`src/rtl/sertx_pkg.sv`:
```
// Shared constants for the double-buffered serial transmitter.
// Assumes a byte-wide bus; field positions below are decoded by the bench.
package sertx_pkg;
    parameter int unsigned DATA_W = 8;

    typedef enum logic [1:0] {
        A_DATA = 2'd0,
        A_CTRL = 2'd1,
        A_STAT = 2'd2,
        A_PORT = 2'd3
    } addr_e;

    localparam int unsigned ST_EMPTY = 0;
    localparam int unsigned ST_END   = 1;
    localparam int unsigned CT_EN    = 0;
    localparam int unsigned PT_DIR   = 0;
    localparam int unsigned PT_DAT   = 1;
endpackage

```
`src/rtl/sertx_regs.sv`:
```
// Register file and flag logic: holding register, enable, port bits,
// empty/end flags with the read-then-clear handshake and DMA auto-clear.
// Assumes load and done pulses come from the shift engine, one cycle wide.
module sertx_regs
    import sertx_pkg::*;
#(
    parameter int unsigned DW = DATA_W
) (
    input  logic          clk,
    input  logic          rst_n,
    input  logic          bus_sel,
    input  logic          bus_wr,
    input  logic          bus_rd,
    input  logic [1:0]    bus_addr,
    input  logic [DW-1:0] bus_wdata,
    output logic [DW-1:0] bus_rdata,
    input  logic          dma_wr,
    input  logic [DW-1:0] dma_data,
    input  logic          load,
    input  logic          done,
    output logic [DW-1:0] hold_q,
    output logic          tx_en,
    output logic          empty,
    output logic          end_flag,
    output logic          armed,
    output logic          port_dir,
    output logic          port_dat,
    output logic          txe_irq
);
    logic wr_data, wr_ctrl, wr_stat, wr_port, rd_stat;

    // Decode bus strobes per register.
    always_comb begin
        wr_data = bus_sel && bus_wr && (bus_addr == A_DATA);
        wr_ctrl = bus_sel && bus_wr && (bus_addr == A_CTRL);
        wr_stat = bus_sel && bus_wr && (bus_addr == A_STAT);
        wr_port = bus_sel && bus_wr && (bus_addr == A_PORT);
        rd_stat = bus_sel && bus_rd && (bus_addr == A_STAT);
    end

    // Holding register, control and port bits.
    always_ff @(posedge clk) begin
        if (!rst_n) begin
            hold_q   <= '0;
            tx_en    <= 1'b0;
            port_dir <= 1'b0;
            port_dat <= 1'b0;
        end else begin
            if (wr_data) hold_q <= bus_wdata;
            if (dma_wr)  hold_q <= dma_data;
            if (wr_ctrl) tx_en  <= bus_wdata[CT_EN];
            if (wr_port) begin
                port_dir <= bus_wdata[PT_DIR];
                port_dat <= bus_wdata[PT_DAT];
            end
        end
    end

    // Read arming: a status read that saw empty=1 permits one clear.
    always_ff @(posedge clk) begin
        if (!rst_n) begin
            armed <= 1'b0;
        end else if (wr_stat || dma_wr) begin
            armed <= 1'b0;
        end else if (rd_stat && empty) begin
            armed <= 1'b1;
        end
    end

    // Empty flag: set on transfer to the shifter, cleared by handshake or DMA.
    always_ff @(posedge clk) begin
        if (!rst_n) begin
            empty <= 1'b1;
        end else begin
            if (load) empty <= 1'b1;
            if (wr_stat && !bus_wdata[ST_EMPTY] && armed) empty <= 1'b0;
            if (dma_wr) empty <= 1'b0;
        end
    end

    // End flag: cleared when a frame starts, set when the line drains.
    always_ff @(posedge clk) begin
        if (!rst_n)    end_flag <= 1'b1;
        else if (load) end_flag <= 1'b0;
        else if (done) end_flag <= 1'b1;
    end

    // Read mux and request line.
    always_comb begin
        bus_rdata = '0;
        case (bus_addr)
            A_DATA: bus_rdata = hold_q;
            A_CTRL: bus_rdata[CT_EN] = tx_en;
            A_STAT: begin
                bus_rdata[ST_EMPTY] = empty;
                bus_rdata[ST_END]   = end_flag;
            end
            default: begin
                bus_rdata[PT_DIR] = port_dir;
                bus_rdata[PT_DAT] = port_dat;
            end
        endcase
        txe_irq = empty && tx_en;
    end
endmodule

```
`src/rtl/sertx_shift.sv`:
```
// Frame shift engine: start bit, DW data bits LSB first, stop bit.
// Assumes baud_tick is a single-cycle pulse; reloads in the stop-bit tick
// so back-to-back frames have no idle bit. Disabling aborts the frame.
module sertx_shift #(
    parameter int unsigned DW = 8
) (
    input  logic          clk,
    input  logic          rst_n,
    input  logic          tick,
    input  logic          en,
    input  logic          pending,
    input  logic [DW-1:0] hold_q,
    output logic          load,
    output logic          done,
    output logic          busy,
    output logic          line
);
    localparam int unsigned FRAME = DW + 2;
    localparam int unsigned CW    = $clog2(FRAME);

    logic [FRAME-1:0] sh_q;
    logic [CW-1:0]    cnt_q;
    logic             last;

    // Transfer and completion decisions for this tick.
    always_comb begin
        last = (cnt_q == CW'(FRAME - 1));
        load = tick && en && pending && (!busy || last);
        done = tick && busy && last && !load;
        line = busy ? sh_q[0] : 1'b1;
    end

    // Shift register, bit counter and busy state.
    always_ff @(posedge clk) begin
        if (!rst_n || !en) begin
            sh_q  <= '1;
            cnt_q <= '0;
            busy  <= 1'b0;
        end else if (load) begin
            sh_q  <= {1'b1, hold_q, 1'b0};
            cnt_q <= '0;
            busy  <= 1'b1;
        end else if (tick && busy) begin
            if (last) begin
                busy <= 1'b0;
            end else begin
                sh_q  <= {1'b1, sh_q[FRAME-1:1]};
                cnt_q <= cnt_q + 1'b1;
            end
        end
    end
endmodule

```
`src/rtl/sertx_pinmux.sv`:
```
// Pin ownership: serial engine when enabled, general-purpose port otherwise.
// Assumes the pad driver treats pin_out as don't-care when pin_oe is 0.
module sertx_pinmux (
    input  logic tx_en,
    input  logic line,
    input  logic port_dir,
    input  logic port_dat,
    output logic pin_out,
    output logic pin_oe
);
    // Select the pin source.
    always_comb begin
        if (tx_en) begin
            pin_oe  = 1'b1;
            pin_out = line;
        end else begin
            pin_oe  = port_dir;
            pin_out = port_dat;
        end
    end
endmodule

```
`src/rtl/sertx_dbuf.sv`:
```
// Top of the double-buffered asynchronous transmitter: registers, shift
// engine and pin mux. Assumes an external baud tick and a byte-wide bus.
module sertx_dbuf
    import sertx_pkg::*;
#(
    parameter int unsigned DW = DATA_W
) (
    input  logic          clk,
    input  logic          rst_n,
    input  logic          baud_tick,
    input  logic          bus_sel,
    input  logic          bus_wr,
    input  logic          bus_rd,
    input  logic [1:0]    bus_addr,
    input  logic [DW-1:0] bus_wdata,
    output logic [DW-1:0] bus_rdata,
    input  logic          dma_wr,
    input  logic [DW-1:0] dma_data,
    output logic          txe_irq,
    output logic          pin_out,
    output logic          pin_oe
);
    logic [DW-1:0] hold_q;
    logic tx_en, empty, end_flag, armed, port_dir, port_dat;
    logic load, done, busy, line;

    sertx_regs #(.DW(DW)) u_regs (
        .clk(clk), .rst_n(rst_n),
        .bus_sel(bus_sel), .bus_wr(bus_wr), .bus_rd(bus_rd),
        .bus_addr(bus_addr), .bus_wdata(bus_wdata), .bus_rdata(bus_rdata),
        .dma_wr(dma_wr), .dma_data(dma_data),
        .load(load), .done(done),
        .hold_q(hold_q), .tx_en(tx_en), .empty(empty), .end_flag(end_flag),
        .armed(armed), .port_dir(port_dir), .port_dat(port_dat),
        .txe_irq(txe_irq)
    );

    sertx_shift #(.DW(DW)) u_shift (
        .clk(clk), .rst_n(rst_n), .tick(baud_tick), .en(tx_en),
        .pending(!empty), .hold_q(hold_q),
        .load(load), .done(done), .busy(busy), .line(line)
    );

    sertx_pinmux u_pin (
        .tx_en(tx_en), .line(line), .port_dir(port_dir), .port_dat(port_dat),
        .pin_out(pin_out), .pin_oe(pin_oe)
    );
endmodule

```
`config.mk`:
```
export PLATFORM = sky130hd
export DESIGN_NAME = sertx_dbuf
export DESIGN_NICKNAME = d
export VERILOG_FILES = /design/src/rtl/sertx_pkg.sv /design/src/rtl/sertx_regs.sv /design/src/rtl/sertx_shift.sv /design/src/rtl/sertx_pinmux.sv /design/src/rtl/sertx_dbuf.sv
export SDC_FILE = /design/constraint.sdc
export NUM_CORES = 1
export LEC_CHECK = 0
export BUFFER_PORTS_ARGS = -buffer_cell sky130_fd_sc_hd__buf_2
export CORE_UTILIZATION = 56
export CTS_CLUSTER_DIAMETER = 120
export CTS_CLUSTER_SIZE = 10
export DETAILED_ROUTE_END_ITERATION = 10
export GPL_TIMING_DRIVEN = 0
export PLACE_DENSITY = 0.83
export SETUP_SLACK_MARGIN = 0.4
export SYNTH_ARGS = -nofsm -noshare
export SYNTH_HDL_FRONTEND = slang
export SYNTH_SLANG_ARGS = --single-unit
export TNS_END_PERCENT = 5
```
`constraint.sdc`:
```
create_clock -name clk -period 3.85 [get_ports clk]
set_input_delay 0.1925 -clock clk [delete_from_list [all_inputs] [get_ports clk]]
set_output_delay 0.1925 -clock clk [all_outputs]
set_load 0.05 [all_outputs]
```
== Word-level counts from Yosys, hierarchy flattened ==
Index checks and enable logic that the tools add are counted.

* Flip-flop bits (word level): 28
* Bits of input ports: 25
* Word-level logic and storage cells: 74

* $add $sub $neg: 1
* Eq/ne operators: 5
* Muxes and demuxes: 19
* Bitwise operators: 2
* Reductions and logical operators: 37

{| class="wikitable"
|+ Operator list
! operator !! count
|-
| $mux W9 || 3
|-
| $logic_and A1 B1 Y1 || 17
|-
| $mux W8 || 2
|-
| $mux W1 || 11
|-
| $reduce_bool A2 Y1 || 4
|-
| $logic_not A1 Y1 || 6
|-
| $mux W6 || 1
|-
| $pmux W1 S3 || 2
|-
| $reduce_and A2 Y1 || 3
|-
| $add A4 B1 Y4 const B || 1
|-
| $eq A2 B2 Y1 const B || 2
|-
| $eq A4 B4 Y1 const B || 1
|-
| $reduce_or A2 Y1 || 2
|-
| $logic_or A1 B1 Y1 || 3
|-
| $reduce_bool A3 Y1 || 1
|-
| $eq A2 B1 Y1 const B || 1
|-
| $logic_not A2 Y1 || 1
|-
| $ne A2 B2 Y1 const B || 1
|-
| $not A1 Y1 || 2
|}

== Logic depth before layout (Yosys ltp) ==
Gate-level depths: netlist of the first run.

* Depth in word-level cells: 7
* Depth in mapped cells: 7
* Mapped depth without buffers: 5

== Modules after synthesis ==
From an unflattened synthesis of the first run, not the netlist that was laid out.

* Cell total of the unflattened synthesis: 157
* Area, all modules: 1436.4 µm²

{| class="wikitable"
|+ Modules (own cells, without submodules)
! module !! times used !! cells each !! area each (µm²)
|-
| sertx_shift || 1 || 79 || 711.9
|-
| sertx_regs || 1 || 75 || 699.4
|-
| sertx_pinmux || 1 || 2 || 21.3
|-
| sertx_dbuf || 1 || 1 || 3.8
|}

== Worst setup path before layout of the first run ==
Ideal clock, no wire load.

* Path kind: register -> output
* Start: register u_regs.tx_en
* End: output pin_out
* Arrival time: 1.530 ns
* Path slack: 2.128 ns
* Stages on the path, launching flop included: 3
* Buffers on the path: 1
* Cells stage by stage: dfxtp_1 > buf_2 > o21ai_0

* Word-level cells in the longest chain between the ends: 1

{| class="wikitable"
|+ RTL lines
! what !! line !! source
|-
| start, declared || sertx_regs.sv:22 || <nowiki>output logic tx_en,</nowiki>
|-
| start signal, assigned || sertx_regs.sv:51 || <nowiki>if (wr_ctrl) tx_en <= bus_wdata[CT_EN];</nowiki>
|-
| $mux W1 || sertx_pinmux.sv:13 || <nowiki>if (tx_en) begin</nowiki>
|-
| end, declared || sertx_dbuf.sv:20 || <nowiki>output logic pin_out,</nowiki>
|}

No other way between the ends.

== Final worst setup path of the first run ==
* Start: register u_regs.tx_en
* End: output bus_rdata[0]

* Word-level cells in the longest chain between the ends: 1

{| class="wikitable"
|+ RTL lines
! what !! line !! source
|-
| $pmux W1 S3 || sertx_regs.sv:91 || <nowiki>case (bus_addr)</nowiki>
|-
| end, declared || sertx_dbuf.sv:16 || <nowiki>output logic [DW-1:0] bus_rdata,</nowiki>
|}

No other way between the ends.

==> flow_results.xml, run 1 <==
<?xml version="1.0" encoding="UTF-8"?>
<metrics>
  <group name="sta">
    <metric name="max_slew.worst_pin.slew" unit="ns">0.441</metric>
    <metric name="finalCritPeriodShare" unit="">0.433</metric>
    <metric name="rsz0062_at_grt" unit="">no</metric>
    <metric name="tns" unit="ns">0</metric>
    <metric name="period_needed" unit="ns">1.67</metric>
    <metric name="report.final.slew_viol_count" unit="">0</metric>
    <metric name="timing.final.setup_violations" unit="">0</metric>
    <metric name="final-hold-violation-count" unit="">0</metric>
    <metric name="fin_worst_skew" unit="ns">0.00285</metric>
    <metric name="timing.final.ws_setup" unit="ns">2.18</metric>
    <metric name="slew-limit-headroom" unit="">0.706</metric>
    <metric name="fmaxAchievable" unit="MHz">600</metric>
  </group>
  <group name="floorplanning">
    <metric name="die_y" unit="um">53.7</metric>
    <metric name="die-width" unit="um">53.7</metric>
    <metric name="standard_cell_rows" unit="">18</metric>
    <metric name="dieArea" unit="um^2">2880</metric>
    <metric name="io_pins" unit="">36</metric>
    <metric name="start_util" unit="">0.599</metric>
    <metric name="coreArea" unit="um^2">2500</metric>
  </group>
  <group name="pwr">
    <metric name="clkPwrFrac" unit="">0.242</metric>
    <metric name="power.share.switching" unit="">0.269</metric>
    <metric name="seq_power_share" unit="">0.611</metric>
    <metric name="power_density" unit="nW/um^2">286</metric>
    <metric name="power.static_leakage" unit="nW">0.700</metric>
    <metric name="total_switching_power" unit="uW">133</metric>
    <metric name="cell_internal_pwr" unit="uW">362</metric>
    <metric name="worst_case_vdd_ir_drop" unit="uV">230</metric>
    <metric name="total_power" unit="uW">496</metric>
    <metric name="combinationalPowerShare" unit="">0.147</metric>
  </group>
  <group name="synth">
    <metric name="synthesis.yosys.warnings" unit="">0</metric>
    <metric name="cells_after_synth" unit="">176</metric>
    <metric name="synth_enable_flop_cells" unit="">0</metric>
    <metric name="netlist_area" unit="um^2">1500</metric>
    <metric name="post-synth-top-area-cell" unit="">dfxtp_1</metric>
    <metric name="synth_most_common_cell" unit="">dfxtp_1</metric>
    <metric name="synth_adder_area_share" unit="">0.0167</metric>
    <metric name="synth_largest_type_area_fraction" unit="">0.375</metric>
    <metric name="synthXorXnorAreaFrac" unit="">0</metric>
    <metric name="syn-mean-instance-area" unit="um^2">8.50</metric>
    <metric name="synth_compound_area_frac" unit="">0.220</metric>
    <metric name="synth-main-ff-cell" unit="">dfxtp_1</metric>
    <metric name="yosys_register_bits" unit="">28</metric>
    <metric name="synth_async_sr_flop_share" unit="">0</metric>
    <metric name="synthTopCellsByCount" unit="">28 x dfxtp_1, 12 x a21oi_1, 12 x inv_1, 12 x nand3_1, 12 x o21ai_0</metric>
    <metric name="syn_nets" unit="">203</metric>
    <metric name="synth_seq_area_share" unit="">0.375</metric>
    <metric name="synth_cell_types" unit="">39</metric>
    <metric name="muxShareOfSynthArea" unit="">0.0962</metric>
    <metric name="synth_simple_gate_area_frac" unit="">0.218</metric>
    <metric name="synth_top_family_by_area" unit="">compound AO/OA/AOI/OAI gates</metric>
    <metric name="netlist_top_cells_area" unit="">dfxtp_1 37%, mux2i_1 7.4%, nand4_1 4.2%, a211o_1 4.1%, a21oi_1 4.0%</metric>
  </group>
  <group name="clock_network">
    <metric name="clk-insertion-delay-late" unit="ns">0.32</metric>
    <metric name="cts_made_buffers" unit="">3</metric>
    <metric name="postCtsHoldBufs" unit="">0</metric>
    <metric name="clockBufferDepth" unit="">2</metric>
    <metric name="clock_tree_from_tritoncts" unit="">yes</metric>
    <metric name="post_cts.resized_instances" unit="">0</metric>
    <metric name="clock_tree.htree_level_count" unit="">1</metric>
    <metric name="postCtsSetupBuffers" unit="">0</metric>
    <metric name="cts.root.buffer_cell" unit="">clkbuf_4</metric>
    <metric name="clock_sink_count" unit="">28</metric>
    <metric name="clk_transition_reported_paths" unit="ns">0.14</metric>
  </group>
  <group name="grt">
    <metric name="first_global_vias" unit="">1250</metric>
    <metric name="wire_length_of_the_first_global_routing_pass" unit="um">5290</metric>
    <metric name="globalRouteOverflowTotal" unit="">0</metric>
    <metric name="gr_util_all_layers" unit="">0.245</metric>
    <metric name="antenna_found_initial" unit="">0</metric>
    <metric name="grt_start_max_net_pins" unit="">15</metric>
  </group>
  <group name="final_layout">
    <metric name="num_antenna_cells" unit="">0</metric>
    <metric name="stdcell_count" unit="">244</metric>
    <metric name="layout_cell_share_with_drive_strength_beyond_1" unit="">0.224</metric>
    <metric name="fin_area" unit="um^2">1730</metric>
    <metric name="final_nets" unit="">243</metric>
    <metric name="synthToLayoutAreaGrowth" unit="%">15.7</metric>
  </group>
  <group name="detailed_routing">
    <metric name="dr.first_iter.drc_count" unit="">43</metric>
    <metric name="mean_number_of_vias_per_cell" unit="">5.91</metric>
    <metric name="drt_first_pass_iters" unit="">4</metric>
    <metric name="drt.antenna.violating_nets" unit="">0</metric>
    <metric name="drt-wirelength-per-cell" unit="um">13.6</metric>
    <metric name="drc" unit="">0</metric>
    <metric name="routed-via-count" unit="">1441</metric>
    <metric name="finalWirelength" unit="um">3320</metric>
  </group>
  <group name="worst_setup_path">
    <metric name="cp_slowest_cell" unit="">mux4_2</metric>
    <metric name="criticalPathCategory" unit="">flop to output port</metric>
    <metric name="crit-reg2reg-capture" unit="">u_shift.sh_q[8]</metric>
    <metric name="rr_worst_depth" unit="">5</metric>
    <metric name="critPathMaxFanout" unit="">10</metric>
    <metric name="critical_path_arrival" unit="ns">1.47</metric>
    <metric name="rr_startpoint" unit="">u_shift.cnt_q[0]</metric>
    <metric name="timing.critical_path.cells" unit="">buf_2 -&gt; mux4_2 -&gt; buf_2</metric>
    <metric name="worst-endpoint-required" unit="ns">3.66</metric>
    <metric name="ff2ff_setup_slack" unit="ns">2.22</metric>
    <metric name="crit_path_end_kind" unit="">output port</metric>
    <metric name="critPathMostFrequentCell" unit="">buf_2</metric>
    <metric name="cp-start-kind" unit="">flop</metric>
    <metric name="path_buf_inv" unit="">2</metric>
    <metric name="timing.critical_path.max_delay_family" unit="">multiplexers</metric>
    <metric name="critPathMaxStageDelay" unit="ns">0.45</metric>
  </group>
  <group name="placement">
    <metric name="gp_congestion" unit="">0.896</metric>
    <metric name="placedCellCount" unit="">241</metric>
    <metric name="detailedPlacementHpwl" unit="um">2530</metric>
    <metric name="placed_area" unit="um^2">1710</metric>
    <metric name="port-buffer-count" unit="">35</metric>
    <metric name="worst_setup_slack_after_placement" unit="ns">2.26</metric>
  </group>
  <group name="worst_hold_path">
    <metric name="min_path_type" unit="">input pin to flop</metric>
    <metric name="hold-path-endpoint" unit="">u_regs.armed</metric>
    <metric name="hold_path.startpoint" unit="">dma_wr</metric>
    <metric name="hold_depth" unit="">2</metric>
  </group>
  <group name="flow_run">
    <metric name="max-cap-violations" unit="">0</metric>
  </group>
  <group name="status">
    <metric name="run_status" unit="">complete, no violations</metric>
  </group>
</metrics>
## power by group through the flow
stage | Clock [mW] | Sequential, mW | Combinational [mW]
final | 0.120 | 0.303 | 0.0730
after global routing | 0.129 | 0.304 | 0.0798
after CTS | 0.121 | 0.303 | 0.0731
after detailed placement | 0 | 0.309 | 0.0728
after global placement | 0 | 0.309 | 0.0708
after floorplan | 0 | 0.307 | 0.0479
## state kept, by name, summed over array words and instances, names as in the netlist
| name | count |
|---|---|
| u_regs.armed | 1 |
| u_regs.port_dat | 1 |
| u_shift.sh_q | 9 |
| u_regs.end_flag | 1 |
| u_shift.cnt_q | 4 |
| u_shift.busy | 1 |
| u_regs.tx_en | 1 |
| u_regs.empty | 1 |
| u_regs.hold_q | 8 |
| u_regs.port_dir | 1 |
## logic make-up (layout without fill, tap and decap cells)
family	count (synthesis)	in the layout
and+or+nand+nor	56	56
DFF	28	28
buffers and inverters	27	65
adders and majority gates	2	2
AOI/OAI and AO/OA	50	50
muxes	13	13
## routing by layer
| metal | routed length (um) | global-route usage |
|---|---|---|
| met1 | 1500 | 0.321 |
| met2 | 1660 | 0.418 |
| met3 | 140 | 0.0339 |
| met4 | 19 | 0.0614 |
| met5 | 0 | 0 |
## area by class of cell
class / instances / area, um^2
well taps: 30 / 37.5
repair buffers: 35 / 175
multi-input cells: 121 / 825
flip-flops and latches: 28 / 561
plain buffers: 15 / 66.3
clock buffers: 3 / 22.5
fillers: 209 / 768
inverters: 12 / 45.0
## cells in the final DEF (no fill, tap or decap), drive strengths merged, types with 2 or more instances in the layout
cell	count
buf	41
dfxtp	28
o21ai	13
inv	12
a21oi	12
nand3	12
clkbuf	12
mux2i	11
nand4	10
o211ai	8
a211o	7
nor3	6
nand2	6
and2	4
a211oi	4
nor2	3
nor2b	3
or3	3
nor4bb	2
ha	2
nand3b	2
## stage by stage
stage               hold WS [ns]   util
floorplan                  0.268      -
global placement           0.409  0.684
detailed placement         0.417  0.684
CTS                       0.0574  0.693
global route              0.0599  0.693
finish                    0.0615  0.693
## worst max-delay path by stage
| stage | cells after the start | from | slack (ns) | to |
|---|---|---|---|---|
| after global routing | 6 | u_shift.cnt_q[1] | 2.14 | u_shift.sh_q[0] |
| after CTS | 3 | u_regs.tx_en | 2.18 | bus_rdata[0] |
| after detailed placement | 6 | u_shift.cnt_q[1] | 2.26 | u_shift.cnt_q[2] |
| after floorplan | 2 | u_regs.tx_en | 2.13 | pin_out |
| after global placement | 5 | u_shift.cnt_q[0] | 2.30 | u_shift.sh_q[8] |
| final | 3 | u_regs.tx_en | 2.18 | bus_rdata[0] |
Note: power is estimated with default switching activity, not from simulation.
==> run 2: changes to the inputs <==
--- a/config.mk
+++ b/config.mk
@@ -6,12 +6,12 @@
 export NUM_CORES = 1
 export LEC_CHECK = 0
 export BUFFER_PORTS_ARGS = -buffer_cell sky130_fd_sc_hd__buf_2
-export CORE_UTILIZATION = 56
+export CORE_UTILIZATION = 47
 export CTS_CLUSTER_DIAMETER = 120
 export CTS_CLUSTER_SIZE = 10
 export DETAILED_ROUTE_END_ITERATION = 10
 export GPL_TIMING_DRIVEN = 0
-export PLACE_DENSITY = 0.83
+export PLACE_DENSITY = 0.74
 export SETUP_SLACK_MARGIN = 0.4
 export SYNTH_ARGS = -nofsm -noshare
 export SYNTH_HDL_FRONTEND = slang
==> constraint.sdc (replaced) <==
create_clock -name clk -period 1.39 [get_ports clk]
set_input_delay 0.0695 -clock clk [delete_from_list [all_inputs] [get_ports clk]]
set_output_delay 0.0695 -clock clk [all_outputs]
set_load 0.05 [all_outputs]
==> flow_results.xml, run 2 (synthesis gave the netlist of run 1 again) <==
<?xml version="1.0" encoding="UTF-8"?>
<metrics>
  <group name="status">
    <metric name="run_status" unit="">finished with violations</metric>
    <metric name="violations" unit="">negative setup slack</metric>
  </group>
  <group name="worst_setup_path">
    <metric name="critical_path_arrival" unit="ns">1.41</metric>
    <metric name="cp_slowest_cell" unit="">mux4_2</metric>
    <metric name="cp-start-kind" unit="">flop</metric>
    <metric name="crit-reg2reg-capture" unit="">u_shift.cnt_q[0]</metric>
    <metric name="timing.critical_path.cells" unit="">buf_6 -&gt; mux4_2 -&gt; buf_8</metric>
    <metric name="crit_path_end_kind" unit="">output port</metric>
    <metric name="ff2ff_setup_slack" unit="ns">-0.07</metric>
    <metric name="worst-endpoint-required" unit="ns">1.32</metric>
    <metric name="path_buf_inv" unit="">2</metric>
    <metric name="critical_path.startpoint" unit="">u_regs.tx_en</metric>
    <metric name="critPathMaxStageDelay" unit="ns">0.47</metric>
    <metric name="rr_startpoint" unit="">u_shift.cnt_q[1]</metric>
    <metric name="timing.critical_path.max_delay_family" unit="">multiplexers</metric>
    <metric name="criticalPathCategory" unit="">flop to output port</metric>
    <metric name="critPathMaxFanout" unit="">3</metric>
    <metric name="rr_worst_depth" unit="">6</metric>
  </group>
  <group name="sta">
    <metric name="worst_hold_slack" unit="ns">0.0136</metric>
    <metric name="slew-limit-headroom" unit="">0.682</metric>
    <metric name="report.final.slew_viol_count" unit="">0</metric>
    <metric name="fin_worst_skew" unit="ns">0.00118</metric>
    <metric name="fmaxAchievable" unit="MHz">675</metric>
    <metric name="finalCritPeriodShare" unit="">1.07</metric>
    <metric name="max_slew.worst_pin.slew" unit="ns">0.477</metric>
    <metric name="timing.final.ws_setup" unit="ns">-0.0908</metric>
    <metric name="timing.final.setup_violations" unit="">11</metric>
    <metric name="rsz0062_at_grt" unit="">yes</metric>
    <metric name="final-hold-violation-count" unit="">0</metric>
    <metric name="period_needed" unit="ns">1.48</metric>
  </group>
  <group name="floorplanning">
    <metric name="die-width" unit="um">58.4</metric>
    <metric name="start_util" unit="">0.494</metric>
    <metric name="coreArea" unit="um^2">3030</metric>
    <metric name="io_pins" unit="">36</metric>
    <metric name="die_y" unit="um">58.4</metric>
    <metric name="standard_cell_rows" unit="">20</metric>
    <metric name="dieArea" unit="um^2">3410</metric>
  </group>
  <group name="grt">
    <metric name="antenna_found_initial" unit="">0</metric>
    <metric name="gr_util_all_layers" unit="">0.251</metric>
    <metric name="grt_start_max_net_pins" unit="">15</metric>
    <metric name="wire_length_of_the_first_global_routing_pass" unit="um">6660</metric>
    <metric name="globalRouteOverflowTotal" unit="">0</metric>
    <metric name="first_global_vias" unit="">1485</metric>
  </group>
  <group name="detailed_routing">
    <metric name="drt-wirelength-per-cell" unit="um">15.6</metric>
    <metric name="routed-via-count" unit="">1513</metric>
    <metric name="finalWirelength" unit="um">4090</metric>
    <metric name="drt_first_pass_iters" unit="">4</metric>
    <metric name="drc" unit="">0</metric>
    <metric name="drt.antenna.violating_nets" unit="">0</metric>
    <metric name="mean_number_of_vias_per_cell" unit="">5.75</metric>
    <metric name="dr.first_iter.drc_count" unit="">82</metric>
  </group>
  <group name="final_layout">
    <metric name="num_antenna_cells" unit="">0</metric>
    <metric name="largest_register_ff_count" unit="">9</metric>
    <metric name="final_cell_mix" unit="">26 x buf_2, 15 x dfxtp_1, 12 x nand3_1</metric>
    <metric name="most_flop_heavy_register" unit="">u_shift.sh_q</metric>
    <metric name="fin_util" unit="">0.670</metric>
    <metric name="layout_cell_share_with_drive_strength_beyond_1" unit="">0.402</metric>
    <metric name="layout.cells.most_common" unit="">buf_2</metric>
    <metric name="layout_top_registers" unit="">u_shift.sh_q (9), u_regs.hold_q (8), u_shift.cnt_q (4)</metric>
    <metric name="n_fill_cell" unit="">248</metric>
    <metric name="final_nets" unit="">248</metric>
    <metric name="synthToLayoutAreaGrowth" unit="%">35.5</metric>
  </group>
  <group name="placement">
    <metric name="gp_congestion" unit="">0.771</metric>
    <metric name="detailedPlacementHpwl" unit="um">2850</metric>
    <metric name="port-buffer-count" unit="">35</metric>
  </group>
  <group name="clock_network">
    <metric name="clock_sink_count" unit="">28</metric>
    <metric name="cts.root.buffer_cell" unit="">clkbuf_4</metric>
    <metric name="clockBufferDepth" unit="">2</metric>
    <metric name="clock_tree.htree_level_count" unit="">1</metric>
    <metric name="clk_transition_reported_paths" unit="ns">0.14</metric>
    <metric name="clock_tree_from_tritoncts" unit="">yes</metric>
    <metric name="cts_made_buffers" unit="">3</metric>
    <metric name="clk-insertion-delay-late" unit="ns">0.32</metric>
  </group>
  <group name="pwr">
    <metric name="worst_case_vdd_ir_drop" unit="uV">366</metric>
    <metric name="power_density" unit="nW/um^2">698</metric>
    <metric name="power.static_leakage" unit="nW">0.823</metric>
  </group>
  <group name="worst_hold_path">
    <metric name="hold_path.startpoint" unit="">dma_data[1]</metric>
    <metric name="hold-path-endpoint" unit="">u_regs.hold_q[1]</metric>
    <metric name="hold_depth" unit="">3</metric>
    <metric name="min_path_type" unit="">input pin to flop</metric>
  </group>
  <group name="flow_run">
    <metric name="max-cap-violations" unit="">0</metric>
  </group>
</metrics>
run 2: power by group:
group / leakage [nW] / switching, mW / internal (mW) / total [mW]
registers: 0.233 / 0.0181 / 0.822 / 0.840
logic: 0.576 / 0.144 / 0.107 / 0.251
clock network: 0.0138 / 0.222 / 0.102 / 0.323
run 2: layer usage:
layer	routed length [um]	global-route usage	up-vias
met5	0	0	-
met4	17	0.0952	0
met3	202	0.0308	2
met2	2120	0.447	58
met1	1750	0.310	714
li1	-	-	739
run 2: cell type report:
type	count	area, um^2	area share
Multi-Input combinational cell	121	912	0.450
Clock buffer	3	22.5	0.0111
Sequential cell	28	584	0.288
Buffer	15	105	0.0518
Timing Repair Buffer	40	304	0.150
Tap cell	44	55.1	0.0271
Inverter	12	45.0	0.0222
run 2: repair_timing:
item | CTS | global route
buffers inserted | 3 | 1
hold buffers | 1 | 0
cloned | 0 | 0
resized for setup | 59 | 10
pin swaps | 16 | 8
endpoints found under the hold margin | 2 | 0
endpoints found under the setup margin | 27 | 29
run 2: worst max-delay path by stage:
stage,cells after the start,slack (ns),to
finish,3,-0.09,bus_rdata[0]
global route,6,-0.13,u_shift.cnt_q[0]
CTS,3,-0.11,bus_rdata[0]
detailed placement,5,-0.18,u_shift.sh_q[8]
global placement,5,-0.13,u_shift.sh_q[8]
floorplan,6,0.02,u_shift.cnt_q[2]
run 2: stage by stage:
step	TNS [ns]	instances	power [mW]	worst slack [ns]	instance area (um^2)
final	-0.384	263	1.41	-0.0908	2030
after global routing	-1.02	263	1.47	-0.131	2030
after floorplan	0	176	0.990	0.0242	1540
after CTS	-0.341	262	1.43	-0.106	2000
after global placement	-0.621	255	1.06	-0.133	1770
after detailed placement	-1.26	255	1.07	-0.176	1770
run 2: tightest hold or removal path, cell delays in order:
cell and delay [ns]:
buf_2 0.08, o21ai_0 0.06, a21oi_1 0.10
